<file path="config.mk">
export PLATFORM = sky130hd
export DESIGN_NAME = supply_wdog_seq
export DESIGN_NICKNAME = d
export VERILOG_FILES = /design/src/rtl/swd_pkg.sv /design/src/rtl/swd_clear_qual.sv /design/src/rtl/swd_period_cnt.sv /design/src/rtl/swd_seq_fsm.sv /design/src/rtl/supply_wdog_seq.sv
export SDC_FILE = /design/constraint.sdc
export NUM_CORES = 1
export LEC_CHECK = 0
export BUFFER_PORTS_ARGS = -buffer_cell sky130_fd_sc_hd__clkbuf_2
export CORE_ASPECT_RATIO = 0.75
export CORE_UTILIZATION = 56
export CTS_BUF_LIST = sky130_fd_sc_hd__clkbuf_8
export DETAILED_ROUTE_END_ITERATION = 8
export HOLD_SLACK_MARGIN = 0.03
export PLACE_DENSITY = 0.81
export SYNTH_ARGS = -nofsm -noshare
export SYNTH_HDL_FRONTEND = slang
export SYNTH_SLANG_ARGS = --single-unit
</file>
<file path="constraint.sdc">
create_clock -name clk -period 1.7 [get_ports clk]
set_input_delay 0.085 -clock clk [delete_from_list [all_inputs] [get_ports clk]]
set_output_delay 0.085 -clock clk [all_outputs]
set_load 0.03 [all_outputs]
</file>
<file path="src/rtl/swd_pkg.sv">
package swd_pkg;
  typedef enum logic [2:0] {
    ST_HOLD     = 3'd0,
    ST_DEBOUNCE = 3'd1,
    ST_INIT     = 3'd2,
    ST_RUN      = 3'd3,
    ST_WDRST    = 3'd4
  } swd_state_e;
endpackage

</file>
<file path="src/rtl/swd_clear_qual.sv">
module swd_clear_qual #(
  parameter int SYNC_STAGES = 2,
  parameter int MIN_LOW_CYC = 15
) (
  input  logic clk,
  input  logic rst,
  input  logic clr_in,
  output logic clr_evt
);
  localparam int LW = $clog2(MIN_LOW_CYC + 1);
  localparam logic [LW-1:0] LOW_MAX  = LW'(MIN_LOW_CYC);
  localparam logic [LW-1:0] LOW_FIRE = LW'(MIN_LOW_CYC - 1);

  logic [SYNC_STAGES-1:0] sync_q;
  logic [LW-1:0]          low_q;
  logic                   evt_q;
  logic                   clr_s;

  assign clr_s = sync_q[SYNC_STAGES-1];

  // synchronizer chain, idles high
  always_ff @(posedge clk) begin
    if (rst) sync_q <= '1;
    else     sync_q <= {sync_q[SYNC_STAGES-2:0], clr_in};
  end

  // low-width counter saturates so a long low gives one event
  always_ff @(posedge clk) begin
    if (rst) begin
      low_q <= '0;
      evt_q <= 1'b0;
    end else begin
      if (clr_s)                low_q <= '0;
      else if (low_q != LOW_MAX) low_q <= low_q + 1'b1;
      evt_q <= !clr_s && (low_q == LOW_FIRE);
    end
  end

  assign clr_evt = evt_q;

  // one event per qualified low level
  p_evt_single_r7: assert property (@(posedge clk) disable iff (rst)
    evt_q |=> !evt_q);
endmodule

</file>
<file path="src/rtl/swd_period_cnt.sv">
module swd_period_cnt #(
  parameter int CNT_W = 8
) (
  input  logic             clk,
  input  logic             rst,
  input  logic             restart,
  input  logic [CNT_W-1:0] limit,
  output logic             hit
);
  logic [CNT_W-1:0] cnt_q;

  assign hit = (cnt_q == limit - CNT_W'(1));

  always_ff @(posedge clk) begin
    if (rst || restart || hit) cnt_q <= '0;
    else                       cnt_q <= cnt_q + 1'b1;
  end

  // the period count never runs past its limit
  p_cnt_in_range_r5: assert property (@(posedge clk) disable iff (rst)
    cnt_q < limit);
endmodule

</file>
<file path="src/rtl/swd_seq_fsm.sv">
module swd_seq_fsm
  import swd_pkg::*;
(
  input  logic clk,
  input  logic rst,
  input  logic vin_on,
  input  logic vin_save,
  input  logic vin_rst,
  input  logic supply_ok,
  input  logic clr_evt,
  input  logic tmo_hit,
  output logic restart,
  output logic use_deb,
  output logic save_n,
  output logic rst_n,
  output logic rst_p
);
  swd_state_e state_q, state_d;
  logic save_n_q, rst_n_q, rst_p_q;
  logic start_ok, fail, clr_ok, keep;

  assign start_ok = vin_on && vin_rst && supply_ok;
  assign fail     = !vin_rst || !supply_ok;
  assign clr_ok   = clr_evt && vin_on;

  always_comb begin
    state_d = state_q;
    keep    = 1'b0;
    unique case (state_q)
      ST_HOLD:     if (start_ok) state_d = ST_DEBOUNCE;
      ST_DEBOUNCE: begin
        if (!start_ok)    state_d = ST_HOLD;
        else if (tmo_hit) state_d = ST_INIT;
      end
      ST_INIT: begin
        if (fail)         state_d = ST_HOLD;
        else if (tmo_hit) state_d = ST_RUN;
      end
      ST_RUN: begin
        if (fail)         state_d = ST_HOLD;
        else if (clr_ok)  keep    = 1'b1;
        else if (tmo_hit) state_d = ST_WDRST;
      end
      ST_WDRST: begin
        if (fail)                   state_d = ST_HOLD;
        else if (clr_ok || tmo_hit) state_d = ST_RUN;
      end
      default: state_d = ST_HOLD;
    endcase
  end

  assign restart = (state_d != state_q) || keep || (state_q == ST_HOLD);
  assign use_deb = (state_q == ST_DEBOUNCE);

  always_ff @(posedge clk) begin
    if (rst) begin
      state_q  <= ST_HOLD;
      save_n_q <= 1'b0;
      rst_n_q  <= 1'b0;
      rst_p_q  <= 1'b1;
    end else begin
      state_q  <= state_d;
      save_n_q <= vin_save && (state_d == ST_INIT || state_d == ST_RUN ||
                               state_d == ST_WDRST);
      rst_n_q  <= (state_d == ST_RUN);
      rst_p_q  <= (state_d != ST_RUN);
    end
  end

  assign save_n = save_n_q;
  assign rst_n  = rst_n_q;
  assign rst_p  = rst_p_q;

  // the held state keeps every output active
  p_hold_active_r2: assert property (@(posedge clk) disable iff (rst)
    (state_q == ST_HOLD) |-> (!save_n_q && !rst_n_q));
  // a low save flag is visible at save_n one edge later
  p_save_warn_r9: assert property (@(posedge clk) disable iff (rst)
    !vin_save |=> !save_n_q);
  // brown-out or bad supply activates all outputs on the next edge
  p_brownout_r10: assert property (@(posedge clk) disable iff (rst)
    fail |=> (!save_n_q && !rst_n_q && rst_p_q));
  // an accepted clear ends a timeout reset immediately
  p_clear_ends_wdrst_r6: assert property (@(posedge clk) disable iff (rst)
    (state_q == ST_WDRST && clr_ok && !fail) |=> rst_n_q);
endmodule

</file>
<file path="src/rtl/supply_wdog_seq.sv">
module supply_wdog_seq #(
  parameter int DEB_CYC     = 1000,
  parameter int TO_CYC      = 10_000_000,
  parameter int MIN_LOW_CYC = 15
) (
  input  logic clk,
  input  logic rst,
  input  logic vin_above_on,
  input  logic vin_above_save,
  input  logic vin_above_rst,
  input  logic supply_ok,
  input  logic wd_clear,
  output logic save_n,
  output logic rst_n,
  output logic rst_p
);
  localparam int MAX_CYC = (DEB_CYC > TO_CYC) ? DEB_CYC : TO_CYC;
  localparam int CNT_W   = $clog2(MAX_CYC + 1);
  localparam logic [CNT_W-1:0] LIM_DEB = CNT_W'(DEB_CYC);
  localparam logic [CNT_W-1:0] LIM_TO  = CNT_W'(TO_CYC);

  logic clr_evt, tmo_hit, restart, use_deb;
  logic [CNT_W-1:0] limit;

  assign limit = use_deb ? LIM_DEB : LIM_TO;

  swd_clear_qual #(
    .SYNC_STAGES (2),
    .MIN_LOW_CYC (MIN_LOW_CYC)
  ) u_qual (
    .clk     (clk),
    .rst     (rst),
    .clr_in  (wd_clear),
    .clr_evt (clr_evt)
  );

  swd_period_cnt #(
    .CNT_W (CNT_W)
  ) u_cnt (
    .clk     (clk),
    .rst     (rst),
    .restart (restart),
    .limit   (limit),
    .hit     (tmo_hit)
  );

  swd_seq_fsm u_fsm (
    .clk       (clk),
    .rst       (rst),
    .vin_on    (vin_above_on),
    .vin_save  (vin_above_save),
    .vin_rst   (vin_above_rst),
    .supply_ok (supply_ok),
    .clr_evt   (clr_evt),
    .tmo_hit   (tmo_hit),
    .restart   (restart),
    .use_deb   (use_deb),
    .save_n    (save_n),
    .rst_n     (rst_n),
    .rst_p     (rst_p)
  );
endmodule

</file>
==> results of run 1 <==
[kinds of logic (layout without fill, tap and decap cells)]
family / count (synthesis) / in the layout
buf+inv: 15 / 41
fa+ha+maj: 3 / 3
xor+xnor: 24 / 24
mux: 2 / 2
compound gates: 23 / 23
flops: 37 / 37
simple gates: 110 / 110
[area by class of cell]
type | instances | area share
tap | 38 | 0.0212
timing repair buffer | 26 | 0.0849
multi-input combinational | 162 | 0.489
clock buffer | 5 | 0.0307
sequential | 37 | 0.334
clock inverter | 3 | 0.0291
inverter | 7 | 0.0117
[synthesized netlist by cell type (all sizes together), types with 3 or more instances]
cell / n
and3: 6
or2: 5
nand4: 5
inv: 7
nor3: 12
nand3: 10
xnor2: 16
nor2: 36
nand2: 13
buf: 8
and4: 4
xor2: 8
nor4: 8
ha: 3
dfxtp: 37
a21oi: 6
[state kept, by name, summed over array words and instances, names as in the netlist]
signal,count
u_fsm.state_q,3
u_fsm.rst_p,1
u_fsm.save_n,1
u_fsm.rst_n,1
u_qual.low_q,4
u_cnt.cnt_q,24
u_qual.sync_q,2
u_qual.clr_evt,1
[critical path: stages, from the launching register on]
cell and delay, ns:
dfxtp_4 0.37, nor3b_4 0.24, buf_4 0.17, nor4_4 0.05, o211a_4 0.28, a21o_1 0.18
a211o_1 0.29
[power breakdown]
part | internal (W) | switching [W]
Clock | 0.000583 | 0.000319
Sequential | 0.000868 | 0.00000246
Combinational | 0.0000185 | 0.0000208
[worst max-delay path by stage]
stage	startpoint	endpoint	slack, ns
finish	u_fsm.state_q[1]	u_fsm.rst_p	0.01
global route	u_fsm.state_q[1]	u_fsm.rst_p	-0.03
CTS	u_fsm.state_q[1]	u_fsm.rst_p	-0.0004
detailed placement	u_cnt.cnt_q[8]	u_fsm.rst_p	-0.04
global placement	u_cnt.cnt_q[8]	u_fsm.rst_p	0.04
floorplan	u_fsm.state_q[1]	u_fsm.rst_p	0.05
[stage by stage]
stage	hold WS (ns)	cells	power (W)	instance area, um^2	TNS, ns
after detailed placement	0.270	267	0.000926	2030	-0.0717
after global placement	0.267	267	0.000926	2030	0
after floorplan	0.189	214	0.000912	1860	0
after global routing	0.171	278	0.00186	2240	-0.0525
final	0.145	278	0.00181	2240	0
after CTS	0.139	277	0.00182	2190	-0.000418
[layer usage]
| metal | global-route usage | up-vias |
|---|---|---|
| li1 | - | 799 |
| met1 | 0.335 | 728 |
| met2 | 0.350 | 51 |
| met3 | 0.0702 | 11 |
| met4 | 0.0903 | 0 |
| met5 | 0 | - |
[repair_timing]
item                                   CTS  global route
resized for setup                        2            12
pin swaps                                3             5
hold buffers                             2             0
setup endpoints to repair                4            29
buffers inserted                         0             1
endpoints found under the hold margin    2             0
==> flow_summary.html, run 1 <==
<table>
<tr><th>Metric</th><th>Value</th></tr>
<tr><th colspan="2">Power</th></tr>
<tr><td>Static Leakage</td><td>0.809 nW</td></tr>
<tr><td>Pwr per Cell Area</td><td>809 nW/um^2</td></tr>
<tr><td>IR drop worst, VDD</td><td>0.818 mV</td></tr>
<tr><th colspan="2">Setup path</th></tr>
<tr><td>Classification of the worst setup path</td><td>reg2reg</td></tr>
<tr><td>Top fanout value on the critical path</td><td>4</td></tr>
<tr><td>CP startpoint kind</td><td>flip-flop</td></tr>
<tr><td>CP arrival</td><td>1.88 ns</td></tr>
<tr><td>Worst R2R Path Depth</td><td>6</td></tr>
<tr><td>Type of element capturing the critical path</td><td>flip-flop</td></tr>
<tr><td>Startpoint of the lowest-slack register-to-register path</td><td>u_fsm.state_q[1]</td></tr>
<tr><td>Endpoint of the worst-slack reg-to-reg timing path</td><td>u_fsm.rst_p</td></tr>
<tr><td>Reg-to-reg setup timing slack</td><td>0.01 ns</td></tr>
<tr><td>Req. time, crit path</td><td>1.89 ns</td></tr>
<tr><th colspan="2">Synthesis</th></tr>
<tr><td>Post-Syn Area per Cell</td><td>8.70 um^2</td></tr>
<tr><td>Sequential element share of the synthesized area</td><td>0.398</td></tr>
<tr><td>Adder-cell share of the synthesized area</td><td>0.0202</td></tr>
<tr><td>Synth Net Count</td><td>224</td></tr>
<tr><td>Main combinational cell family by area after synthesis</td><td>simple AND/OR/NAND/NOR gates</td></tr>
<tr><td>Gate count after technology mapping</td><td>214</td></tr>
<tr><td>Synth warn</td><td>0</td></tr>
<tr><td>Xor/xnor cell area share of the yosys netlist</td><td>0.113</td></tr>
<tr><td>Synth async-reset ratio</td><td>0</td></tr>
<tr><td>Share of the synthesized area in the top cell type</td><td>0.398</td></tr>
<tr><td>Post-synth EDFFs</td><td>0</td></tr>
<tr><td>Portion of netlist area occupied by mux cells</td><td>0.0128</td></tr>
<tr><td>Netlist cell types</td><td>42</td></tr>
<tr><td>Simple logic cell fraction of the synthesized area</td><td>0.321</td></tr>
<tr><td>Post-synthesis register bit count</td><td>37</td></tr>
<tr><td>Largest area contributor in the netlist</td><td>dfxtp_1</td></tr>
<tr><td>Ranking of synthesized cells by area</td><td>dfxtp_1, xnor2_1, nor2_1</td></tr>
<tr><td>Top flip-flop cell by instance count after synthesis</td><td>dfxtp_1</td></tr>
<tr><td>Compound-Gate Fraction of Synth Area</td><td>0.0968</td></tr>
<tr><td>Mapped Area</td><td>1860 um^2</td></tr>
<tr><th colspan="2">Global route</th></tr>
<tr><td>Wire length of the first global-routing pass</td><td>6200 um</td></tr>
<tr><td>Antenna violations before repair</td><td>0</td></tr>
<tr><td>Aggregate global-route resource usage</td><td>0.241</td></tr>
<tr><td>Overflow left after global routing</td><td>0</td></tr>
<tr><td>Pin count of the biggest net entering global routing</td><td>25</td></tr>
<tr><td>Vias in the first global route</td><td>1432</td></tr>
<tr><th colspan="2">STA</th></tr>
<tr><td>Final clock period utilization by the worst path</td><td>0.993</td></tr>
<tr><td>Final-report max-slew violation count</td><td>0</td></tr>
<tr><td>Max Clock Freq</td><td>592 MHz</td></tr>
<tr><td>Slew Limit Headroom</td><td>0.768</td></tr>
<tr><td>Worst Tran Pin Value</td><td>0.340 ns</td></tr>
<tr><td>Finish-stage setup viols</td><td>0</td></tr>
<tr><td>Min setup slack post-route</td><td>0.0117 ns</td></tr>
<tr><td>Clock Skews</td><td>0.00678 ns</td></tr>
<tr><td>Hold violation count in the final report</td><td>0</td></tr>
<tr><td>Setup repair after global routing missed its margin</td><td>true</td></tr>
<tr><td>Tmin final</td><td>1.69 ns</td></tr>
<tr><th colspan="2">Min path</th></tr>
<tr><td>HP Class</td><td>in2reg</td></tr>
<tr><td>Hold path cells</td><td>2</td></tr>
<tr><td>Worst hold path startpoint</td><td>rst</td></tr>
<tr><td>End point of the most critical hold path</td><td>u_fsm.state_q[0]</td></tr>
<tr><th colspan="2">Routing</th></tr>
<tr><td>DRT Wirelength</td><td>3810 um</td></tr>
<tr><td>Met3 wire length</td><td>244 um</td></tr>
<tr><td>Average wire per standard cell</td><td>13.7 um</td></tr>
<tr><td>Met2 wire length</td><td>1680 um</td></tr>
<tr><td>Via count</td><td>1589</td></tr>
<tr><td>Detail Route Antenna Nets</td><td>0</td></tr>
<tr><td>DRT met1 WL</td><td>1820 um</td></tr>
<tr><td>Top routing layer in use</td><td>met4</td></tr>
<tr><td>Number of violations reported at the end of detailed-routing iteration 0</td><td>137</td></tr>
<tr><td>Post-DR vias/cell</td><td>5.72</td></tr>
<tr><td>First-pass detailed-route iteration total</td><td>4</td></tr>
<tr><td>Number of design rule violations left after detail routing</td><td>0</td></tr>
<tr><th colspan="2">Clock network</th></tr>
<tr><td>Root Driver</td><td>clkbuf_8</td></tr>
<tr><td>CTS tree</td><td>yes</td></tr>
<tr><td>CTS sink cnt</td><td>37</td></tr>
<tr><td>Clk pin slew, worst setup/hold paths</td><td>0.08 ns</td></tr>
<tr><td>Buffers from clock root to sink, at most</td><td>2</td></tr>
<tr><td>H-tree levels</td><td>2</td></tr>
<tr><td>Number of clock buffers inserted by TritonCTS</td><td>5</td></tr>
<tr><td>Clock Latency Late Sink</td><td>0.30 ns</td></tr>
<tr><th colspan="2">Die</th></tr>
<tr><td>Initial core utilization</td><td>0.612</td></tr>
<tr><td>CORE AREA</td><td>3040 um^2</td></tr>
<tr><td>Overall die width</td><td>68.6 um</td></tr>
<tr><td>Die area</td><td>3560 um^2</td></tr>
<tr><td>Number of placement rows</td><td>17</td></tr>
<tr><td>Floorplan die height</td><td>51.9 um</td></tr>
<tr><td>Count of boundary I/O pins</td><td>10</td></tr>
<tr><th colspan="2">Layout</th></tr>
<tr><td>Count of nets after finishing</td><td>249</td></tr>
<tr><td>Most common cell after layout, fill and taps aside</td><td>nor2_1</td></tr>
<tr><td>Area growth syn-to-layout</td><td>20.3%</td></tr>
<tr><td>Most used cells in the layout excluding fill and tap cells</td><td>nor2_1, dfxtp_1, xnor2_1, buf_4</td></tr>
<tr><td>End-of-flow core utilization</td><td>0.736</td></tr>
<tr><td>Number of antenna diodes</td><td>0</td></tr>
<tr><td>Area used by multi-input combinational logic</td><td>1090 um^2</td></tr>
<tr><td>Share of cells above drive strength 1</td><td>0.233</td></tr>
<tr><td>Sequential Area</td><td>747 um^2</td></tr>
<tr><td>Count of filler cells inserted in the layout</td><td>210</td></tr>
<tr><th colspan="2">Placement</th></tr>
<tr><td>Setup slack at placement</td><td>-0.0407 ns</td></tr>
<tr><td>Dpl hpwl</td><td>2590 um</td></tr>
<tr><td>IO Port Bufs</td><td>9</td></tr>
<tr><td>Global placer's final weighted congestion</td><td>0.856</td></tr>
<tr><th colspan="2">Flow run</th></tr>
<tr><td>Count of maximum capacitance violations</td><td>0</td></tr>
<tr><th colspan="2">Outcome</th></tr>
<tr><td>Result of the run</td><td>finished clean</td></tr>
</table>
No activity file was read; power rests on OpenSTA's default activity.
==> run 2: changes to the inputs <==
- CAP_MARGIN: not set -> 40
- RECOVER_POWER: not set -> 100
==> flow_summary.html, run 2 (synthesis results as in run 1) <==
<table>
<tr><th>Metric</th><th>Value</th></tr>
<tr><th colspan="2">STA</th></tr>
<tr><td>Finish-stage setup viols</td><td>0</td></tr>
<tr><td>Setup repair after global routing missed its margin</td><td>true</td></tr>
<tr><td>Final worst hold slack</td><td>0.140 ns</td></tr>
<tr><td>Hold violation count in the final report</td><td>0</td></tr>
<tr><td>Final clock period utilization by the worst path</td><td>0.993</td></tr>
<tr><td>Slew Limit Headroom</td><td>0.714</td></tr>
<tr><td>Min setup slack post-route</td><td>0.0118 ns</td></tr>
<tr><td>Final-report max-slew violation count</td><td>0</td></tr>
<tr><td>Tmin final</td><td>1.69 ns</td></tr>
<tr><td>Max Clock Freq</td><td>592 MHz</td></tr>
<tr><td>Worst Tran Pin Value</td><td>0.430 ns</td></tr>
<tr><td>Clock Skews</td><td>0.00688 ns</td></tr>
<tr><th colspan="2">Setup path</th></tr>
<tr><td>CP startpoint kind</td><td>flip-flop</td></tr>
<tr><td>Worst R2R Path Depth</td><td>6</td></tr>
<tr><td>Startpoint of the lowest-slack register-to-register path</td><td>u_fsm.state_q[1]</td></tr>
<tr><td>CP arrival</td><td>1.88 ns</td></tr>
<tr><td>Req. time, crit path</td><td>1.89 ns</td></tr>
<tr><td>Endpoint of the worst-slack reg-to-reg timing path</td><td>u_fsm.rst_p</td></tr>
<tr><td>Start point of the critical path</td><td>u_fsm.state_q[1]</td></tr>
<tr><td>Top fanout value on the critical path</td><td>4</td></tr>
<tr><td>Type of element capturing the critical path</td><td>flip-flop</td></tr>
<tr><td>Reg-to-reg setup timing slack</td><td>0.01 ns</td></tr>
<tr><td>Classification of the worst setup path</td><td>reg2reg</td></tr>
<tr><th colspan="2">Global route</th></tr>
<tr><td>Overflow left after global routing</td><td>0</td></tr>
<tr><td>Pin count of the biggest net entering global routing</td><td>25</td></tr>
<tr><td>Vias in the first global route</td><td>1432</td></tr>
<tr><td>Antenna violations before repair</td><td>0</td></tr>
<tr><td>Aggregate global-route resource usage</td><td>0.241</td></tr>
<tr><td>Wire length of the first global-routing pass</td><td>6200 um</td></tr>
<tr><th colspan="2">Clock network</th></tr>
<tr><td>CTS sink cnt</td><td>37</td></tr>
<tr><td>CTS tree</td><td>yes</td></tr>
<tr><td>H-tree levels</td><td>2</td></tr>
<tr><td>Root Driver</td><td>clkbuf_8</td></tr>
<tr><td>Buffers from clock root to sink, at most</td><td>2</td></tr>
<tr><td>Clk pin slew, worst setup/hold paths</td><td>0.08 ns</td></tr>
<tr><td>Clock Latency Late Sink</td><td>0.30 ns</td></tr>
<tr><td>Number of clock buffers inserted by TritonCTS</td><td>5</td></tr>
<tr><th colspan="2">Layout</th></tr>
<tr><td>Final cell area excluding filler cells</td><td>2240 um^2</td></tr>
<tr><td>Most used cells in the layout excluding fill and tap cells</td><td>nor2_1, dfxtp_1, xnor2_1, buf_4</td></tr>
<tr><td>Registers with the most flip-flops</td><td>u_cnt.cnt_q x24, u_qual.low_q x4, u_fsm.state_q x3</td></tr>
<tr><td>Sequential Area</td><td>747 um^2</td></tr>
<tr><td>Area used by multi-input combinational logic</td><td>1090 um^2</td></tr>
<tr><td>Register with the most flip-flops</td><td>u_cnt.cnt_q</td></tr>
<tr><td>Share of cells above drive strength 1</td><td>0.221</td></tr>
<tr><td>End-of-flow core utilization</td><td>0.735</td></tr>
<tr><td>Final cell count without fillers</td><td>278</td></tr>
<tr><td>Max reg flops</td><td>24</td></tr>
<tr><td>Count of filler cells inserted in the layout</td><td>211</td></tr>
<tr><td>Number of antenna diodes</td><td>0</td></tr>
<tr><td>Count of nets after finishing</td><td>249</td></tr>
<tr><td>Area growth syn-to-layout</td><td>20.1%</td></tr>
<tr><td>Most common cell after layout, fill and taps aside</td><td>nor2_1</td></tr>
<tr><th colspan="2">Die</th></tr>
<tr><td>Count of boundary I/O pins</td><td>10</td></tr>
<tr><td>CORE AREA</td><td>3040 um^2</td></tr>
<tr><td>Die area</td><td>3560 um^2</td></tr>
<tr><td>Floorplan die height</td><td>51.9 um</td></tr>
<tr><td>Overall die width</td><td>68.6 um</td></tr>
<tr><td>Initial core utilization</td><td>0.612</td></tr>
<tr><td>Number of placement rows</td><td>17</td></tr>
<tr><th colspan="2">Power</th></tr>
<tr><td>IR drop worst, VDD</td><td>0.818 mV</td></tr>
<tr><td>Pwr per Cell Area</td><td>810 nW/um^2</td></tr>
<tr><td>Static Leakage</td><td>0.800 nW</td></tr>
<tr><th colspan="2">Routing</th></tr>
<tr><td>Post-DR vias/cell</td><td>5.74</td></tr>
<tr><td>DRT Wirelength</td><td>3810 um</td></tr>
<tr><td>First-pass detailed-route iteration total</td><td>4</td></tr>
<tr><td>Via count</td><td>1596</td></tr>
<tr><td>Number of design rule violations left after detail routing</td><td>0</td></tr>
<tr><td>Number of violations reported at the end of detailed-routing iteration 0</td><td>108</td></tr>
<tr><td>Average wire per standard cell</td><td>13.7 um</td></tr>
<tr><td>Detail Route Antenna Nets</td><td>0</td></tr>
<tr><th colspan="2">Flow run</th></tr>
<tr><td>Count of maximum capacitance violations</td><td>0</td></tr>
<tr><th colspan="2">Min path</th></tr>
<tr><td>HP Class</td><td>in2reg</td></tr>
<tr><td>End point of the most critical hold path</td><td>u_fsm.state_q[2]</td></tr>
<tr><td>Worst hold path startpoint</td><td>rst</td></tr>
<tr><td>Hold path cells</td><td>2</td></tr>
<tr><th colspan="2">Placement</th></tr>
<tr><td>Global placer's final weighted congestion</td><td>0.856</td></tr>
<tr><td>DP Cell Count</td><td>267</td></tr>
<tr><td>Dpl hpwl</td><td>2590 um</td></tr>
<tr><td>Setup slack at placement</td><td>-0.0407 ns</td></tr>
<tr><td>Total placed instance area</td><td>2030 um^2</td></tr>
<tr><td>IO Port Bufs</td><td>9</td></tr>
<tr><th colspan="2">Outcome</th></tr>
<tr><td>Result of the run</td><td>finished clean</td></tr>
</table>
==> run 2: per-layer routing <==
layer  global-route usage  routed length [um]  vias to the layer above
li1                     -                   -                      800
met1                0.335                1770                      728
met2                0.350                1680                       57
met3               0.0702                 287                       11
met4               0.0903                  73                        0
met5                    0                   0                        -
==> run 2: how the worst max path moves through the flow <==
stage | to | slack [ns] | cells after the start
2_1_floorplan | u_fsm.rst_p | 0.05 | 6
3_3_place_gp | u_fsm.rst_p | 0.04 | 5
3_5_place_dp | u_fsm.rst_p | -0.04 | 5
4_1_cts | u_fsm.rst_p | -0.0004 | 5
5_1_grt | u_fsm.rst_p | -0.03 | 6
6_report | u_fsm.rst_p | 0.01 | 6
==> run 2: final cells by class <==
cell class	instances	share of cell area
flip-flops and latches	37	0.334
clock buffers	5	0.0308
clock inverters	3	0.0291
inverters	7	0.0118
multi-input cells	162	0.490
well taps	38	0.0213
repair buffers	26	0.0834
==> run 2: power by group <==
part | switching, W | total, W | internal, W | leakage [nW]
Combinational | 0.0000208 | 0.0000392 | 0.0000185 | 0.431
Sequential | 0.00000246 | 0.000871 | 0.000868 | 0.300
Clock | 0.000319 | 0.000902 | 0.000583 | 0.0681
==> run 2: per-stage QoR <==
step	TNS, ns	total power (W)
global route	-0.0525	0.00186
floorplan	0	0.000912
CTS	-0.000418	0.00182
detailed placement	-0.0717	0.000926
finish	0	0.00181
global placement	0	0.000926
==> run 2: timing repair <==
action / CTS / global route
hold buffers: 2 / 0
pin swaps: 3 / 5
setup endpoints to repair: 4 / 29
hold endpoints to repair: 2 / 0
gates resized for setup: 2 / 12
setup buffers: 0 / 1
==> run 2: worst max-delay path: stages, from the launching register on <==
cell	delay, ns
dfxtp_4	0.37
nor3b_4	0.25
buf_4	0.17
nor4_4	0.05
o211a_4	0.28
a21o_1	0.18
a211o_1	0.29
==> run 3: changes to the inputs <==
- CELL_PAD_IN_SITES_DETAIL_PLACEMENT: not set -> 0
- CELL_PAD_IN_SITES_GLOBAL_PLACEMENT: not set -> 2
- CORE_UTILIZATION: 56 -> 35
==> flow_summary.html, run 3 (synthesis results as in run 1) <==
<table>
<tr><th>Metric</th><th>Value</th></tr>
<tr><th colspan="2">Global route</th></tr>
<tr><td>Pin count of the biggest net entering global routing</td><td>25</td></tr>
<tr><td>Wire length of the first global-routing pass</td><td>6730 um</td></tr>
<tr><td>Highest-utilization routing layer at the global route stage</td><td>met1</td></tr>
<tr><td>Met1 layer usage reported by global route</td><td>0.258</td></tr>
<tr><td>Routing usage on met3</td><td>0.0427</td></tr>
<tr><td>Antenna violations before repair</td><td>0</td></tr>
<tr><td>Overflow left after global routing</td><td>0</td></tr>
<tr><td>Met2 Usage GRT</td><td>0.182</td></tr>
<tr><td>Vias in the first global route</td><td>1359</td></tr>
<tr><td>Aggregate global-route resource usage</td><td>0.158</td></tr>
<tr><th colspan="2">Min path</th></tr>
<tr><td>HP Class</td><td>in2reg</td></tr>
<tr><th colspan="2">Setup path</th></tr>
<tr><td>Top fanout value on the critical path</td><td>5</td></tr>
<tr><td>Endpoint of the worst-slack reg-to-reg timing path</td><td>u_fsm.save_n</td></tr>
<tr><td>Worst R2R Path Depth</td><td>5</td></tr>
<tr><td>Reg-to-reg setup timing slack</td><td>0.04 ns</td></tr>
<tr><td>Classification of the worst setup path</td><td>reg2reg</td></tr>
<tr><td>Crit path max-delay family</td><td>multiplexers</td></tr>
<tr><td>CP arrival</td><td>1.82 ns</td></tr>
<tr><td>Logic depth of the worst path, buffers included</td><td>5</td></tr>
<tr><td>CP startpoint kind</td><td>flip-flop</td></tr>
<tr><td>Crit path max-delay cell type</td><td>dfxtp_4</td></tr>
<tr><td>Req. time, crit path</td><td>1.87 ns</td></tr>
<tr><td>Type of element capturing the critical path</td><td>flip-flop</td></tr>
<tr><td>Start point of the critical path</td><td>u_fsm.state_q[1]</td></tr>
<tr><td>Buffers and inverters on the worst path</td><td>0</td></tr>
<tr><td>Startpoint of the lowest-slack register-to-register path</td><td>u_fsm.state_q[1]</td></tr>
<tr><td>Cell breakdown of the critical path</td><td>nor3b_4 -&gt; mux2i_2 -&gt; o211a_4 -&gt; mux2i_1 -&gt; a21oi_1</td></tr>
<tr><td>Maximum single-stage delay on the critical path</td><td>0.37 ns</td></tr>
<tr><td>Setup crit end</td><td>u_fsm.save_n</td></tr>
<tr><th colspan="2">Layout</th></tr>
<tr><td>Most common cell after layout, fill and taps aside</td><td>nor2_1</td></tr>
<tr><td>Register with the most flip-flops</td><td>u_cnt.cnt_q</td></tr>
<tr><td>Share of cells above drive strength 1</td><td>0.244</td></tr>
<tr><td>End-of-flow core utilization</td><td>0.464</td></tr>
<tr><td>Most used cells in the layout excluding fill and tap cells</td><td>nor2_1, dfxtp_1, buf_4, xnor2_1, nand2_1</td></tr>
<tr><td>Count of nets after finishing</td><td>259</td></tr>
<tr><td>Number of antenna diodes</td><td>0</td></tr>
<tr><td>Area growth syn-to-layout</td><td>24.7%</td></tr>
<tr><td>Registers with the most flip-flops</td><td>u_cnt.cnt_q x24, u_qual.low_q x4, u_fsm.state_q x3</td></tr>
<tr><td>Max reg flops</td><td>24</td></tr>
<tr><th colspan="2">Clock network</th></tr>
<tr><td>Number of clock buffers inserted by TritonCTS</td><td>5</td></tr>
<tr><td>CTS tree</td><td>yes</td></tr>
<tr><td>Root Driver</td><td>clkbuf_8</td></tr>
<tr><td>Clock Latency Late Sink</td><td>0.28 ns</td></tr>
<tr><td>H-tree levels</td><td>2</td></tr>
<tr><td>CTS sink cnt</td><td>37</td></tr>
<tr><td>Clk pin slew, worst setup/hold paths</td><td>0.07 ns</td></tr>
<tr><td>Buffers from clock root to sink, at most</td><td>2</td></tr>
<tr><th colspan="2">Outcome</th></tr>
<tr><td>Result of the run</td><td>finished clean</td></tr>
<tr><th colspan="2">STA</th></tr>
<tr><td>Final-report max-slew violation count</td><td>0</td></tr>
<tr><td>Hold violation count in the final report</td><td>0</td></tr>
<tr><td>Setup repair after global routing missed its margin</td><td>true</td></tr>
<tr><td>Finish-stage setup viols</td><td>0</td></tr>
<tr><td>Clock Skews</td><td>0.00621 ns</td></tr>
<tr><td>Max Clock Freq</td><td>603 MHz</td></tr>
<tr><td>Worst Tran Pin Value</td><td>0.371 ns</td></tr>
<tr><td>Accumulated negative setup slack</td><td>0 ns</td></tr>
<tr><td>Tmin final</td><td>1.66 ns</td></tr>
<tr><td>Slew Limit Headroom</td><td>0.754</td></tr>
<tr><td>Final clock period utilization by the worst path</td><td>0.976</td></tr>
<tr><th colspan="2">Flow run</th></tr>
<tr><td>Count of maximum capacitance violations</td><td>0</td></tr>
<tr><th colspan="2">Die</th></tr>
<tr><td>Count of boundary I/O pins</td><td>10</td></tr>
<tr><td>Initial core utilization</td><td>0.372</td></tr>
<tr><td>Die area</td><td>5620 um^2</td></tr>
<tr><td>Number of placement rows</td><td>22</td></tr>
<tr><td>CORE AREA</td><td>5010 um^2</td></tr>
<tr><td>Overall die width</td><td>86.2 um</td></tr>
<tr><td>Floorplan die height</td><td>65.2 um</td></tr>
<tr><th colspan="2">Power</th></tr>
<tr><td>Sequential cell fraction of total power</td><td>0.511</td></tr>
<tr><td>Int Pwr</td><td>0.00136 W</td></tr>
<tr><td>Static Leakage</td><td>0.825 nW</td></tr>
<tr><td>Fraction of power consumed by the clock network</td><td>0.465</td></tr>
<tr><td>Reported net switching power</td><td>0.000340 W</td></tr>
<tr><td>IR drop worst, VDD</td><td>0.317 mV</td></tr>
<tr><td>Gate power share</td><td>0.024</td></tr>
<tr><td>Pwr per Cell Area</td><td>734 nW/um^2</td></tr>
<tr><td>Switching power share of the total</td><td>0.200</td></tr>
<tr><th colspan="2">Placement</th></tr>
<tr><td>Dpl hpwl</td><td>2900 um</td></tr>
<tr><td>Global placer's final weighted congestion</td><td>0.785</td></tr>
<tr><td>IO Port Bufs</td><td>9</td></tr>
<tr><th colspan="2">Routing</th></tr>
<tr><td>Number of design rule violations left after detail routing</td><td>0</td></tr>
<tr><td>Detail Route Antenna Nets</td><td>0</td></tr>
<tr><td>Post-DR vias/cell</td><td>4.84</td></tr>
<tr><td>First-pass detailed-route iteration total</td><td>4</td></tr>
<tr><td>Via count</td><td>1559</td></tr>
<tr><td>Average wire per standard cell</td><td>12.3 um</td></tr>
<tr><td>DRT Wirelength</td><td>3960 um</td></tr>
<tr><td>Number of violations reported at the end of detailed-routing iteration 0</td><td>74</td></tr>
</table>
## run 3: cell types whose count changed in the layout (fill, tap and decap cells not counted), sizes merged
cell,previous run,this run
buf,15,25
bufinv,2,1
clkinvlp,0,1
clkinv,1,0
clkbuf,14,15
## run 3: how the worst min path moves through the flow
stage | depth (start not counted) | from | end | slack (ns)
2_1_floorplan | 1 | wd_clear | u_qual.sync_q[0] | 0.19
3_3_place_gp | 2 | wd_clear | u_qual.sync_q[0] | 0.27
3_5_place_dp | 2 | wd_clear | u_qual.sync_q[0] | 0.27
4_1_cts | 2 | rst | u_fsm.state_q[0] | 0.14
5_1_grt | 2 | rst | u_fsm.state_q[0] | 0.17
6_report | 2 | rst | u_fsm.state_q[0] | 0.14
## run 3: what timing repair did
item                                    4_1_cts  5_1_grt
hold endpoints to repair                      2        0
buffers inserted                              0        2
pin swaps                                     3        9
resized for setup                             1       10
endpoints found under the setup margin        2       30
hold buffers                                  2        0
## run 3: area by class of cell
class	instances	area, um^2
sequential	37	747
inverter	7	26.3
clock inverter	2	37.5
multi-input combinational	162	1080
fill	521	2690
clock buffer	6	82.6
timing repair buffer	36	262
tap	72	90.1
## run 3: worst reg2reg max path, delay by kind of cell (launching register included)
family | cells | cell delay, ns
DFF | 1 | 0.37
AOI/OAI and AO/OA | 2 | 0.34
and+or+nand+nor | 1 | 0.25
muxes | 2 | 0.59
## run 3: power by group through the flow
stage          sequential [W]  combinational [W]  clock, W
6_report             0.000870          0.0000407  0.000793
5_1_grt              0.000871          0.0000454  0.000863
4_1_cts              0.000872          0.0000387  0.000828
3_5_place_dp         0.000892          0.0000351         0
3_3_place_gp         0.000892          0.0000353         0
2_1_floorplan        0.000892          0.0000206         0
## run 3: stage by stage
step	hold slack, ns	std cells	worst slack [ns]	power, W	cell area, um^2
2_1_floorplan	0.189	214	0.0542	0.000912	1860
3_3_place_gp	0.268	310	0.0441	0.000928	2140
3_5_place_dp	0.271	310	-0.00168	0.000927	2140
4_1_cts	0.141	320	0.0123	0.00174	2280
5_1_grt	0.170	322	-0.0589	0.00178	2320
6_report	0.143	322	0.0409	0.00170	2320
## run 3: routing by layer
metal  vias to the layer above  part of all wire
met1                       703              0.59
met2                        30              0.36
met3                         4             0.038
li1                        822                 -
met4                         0             0.013
met5                         -                 0
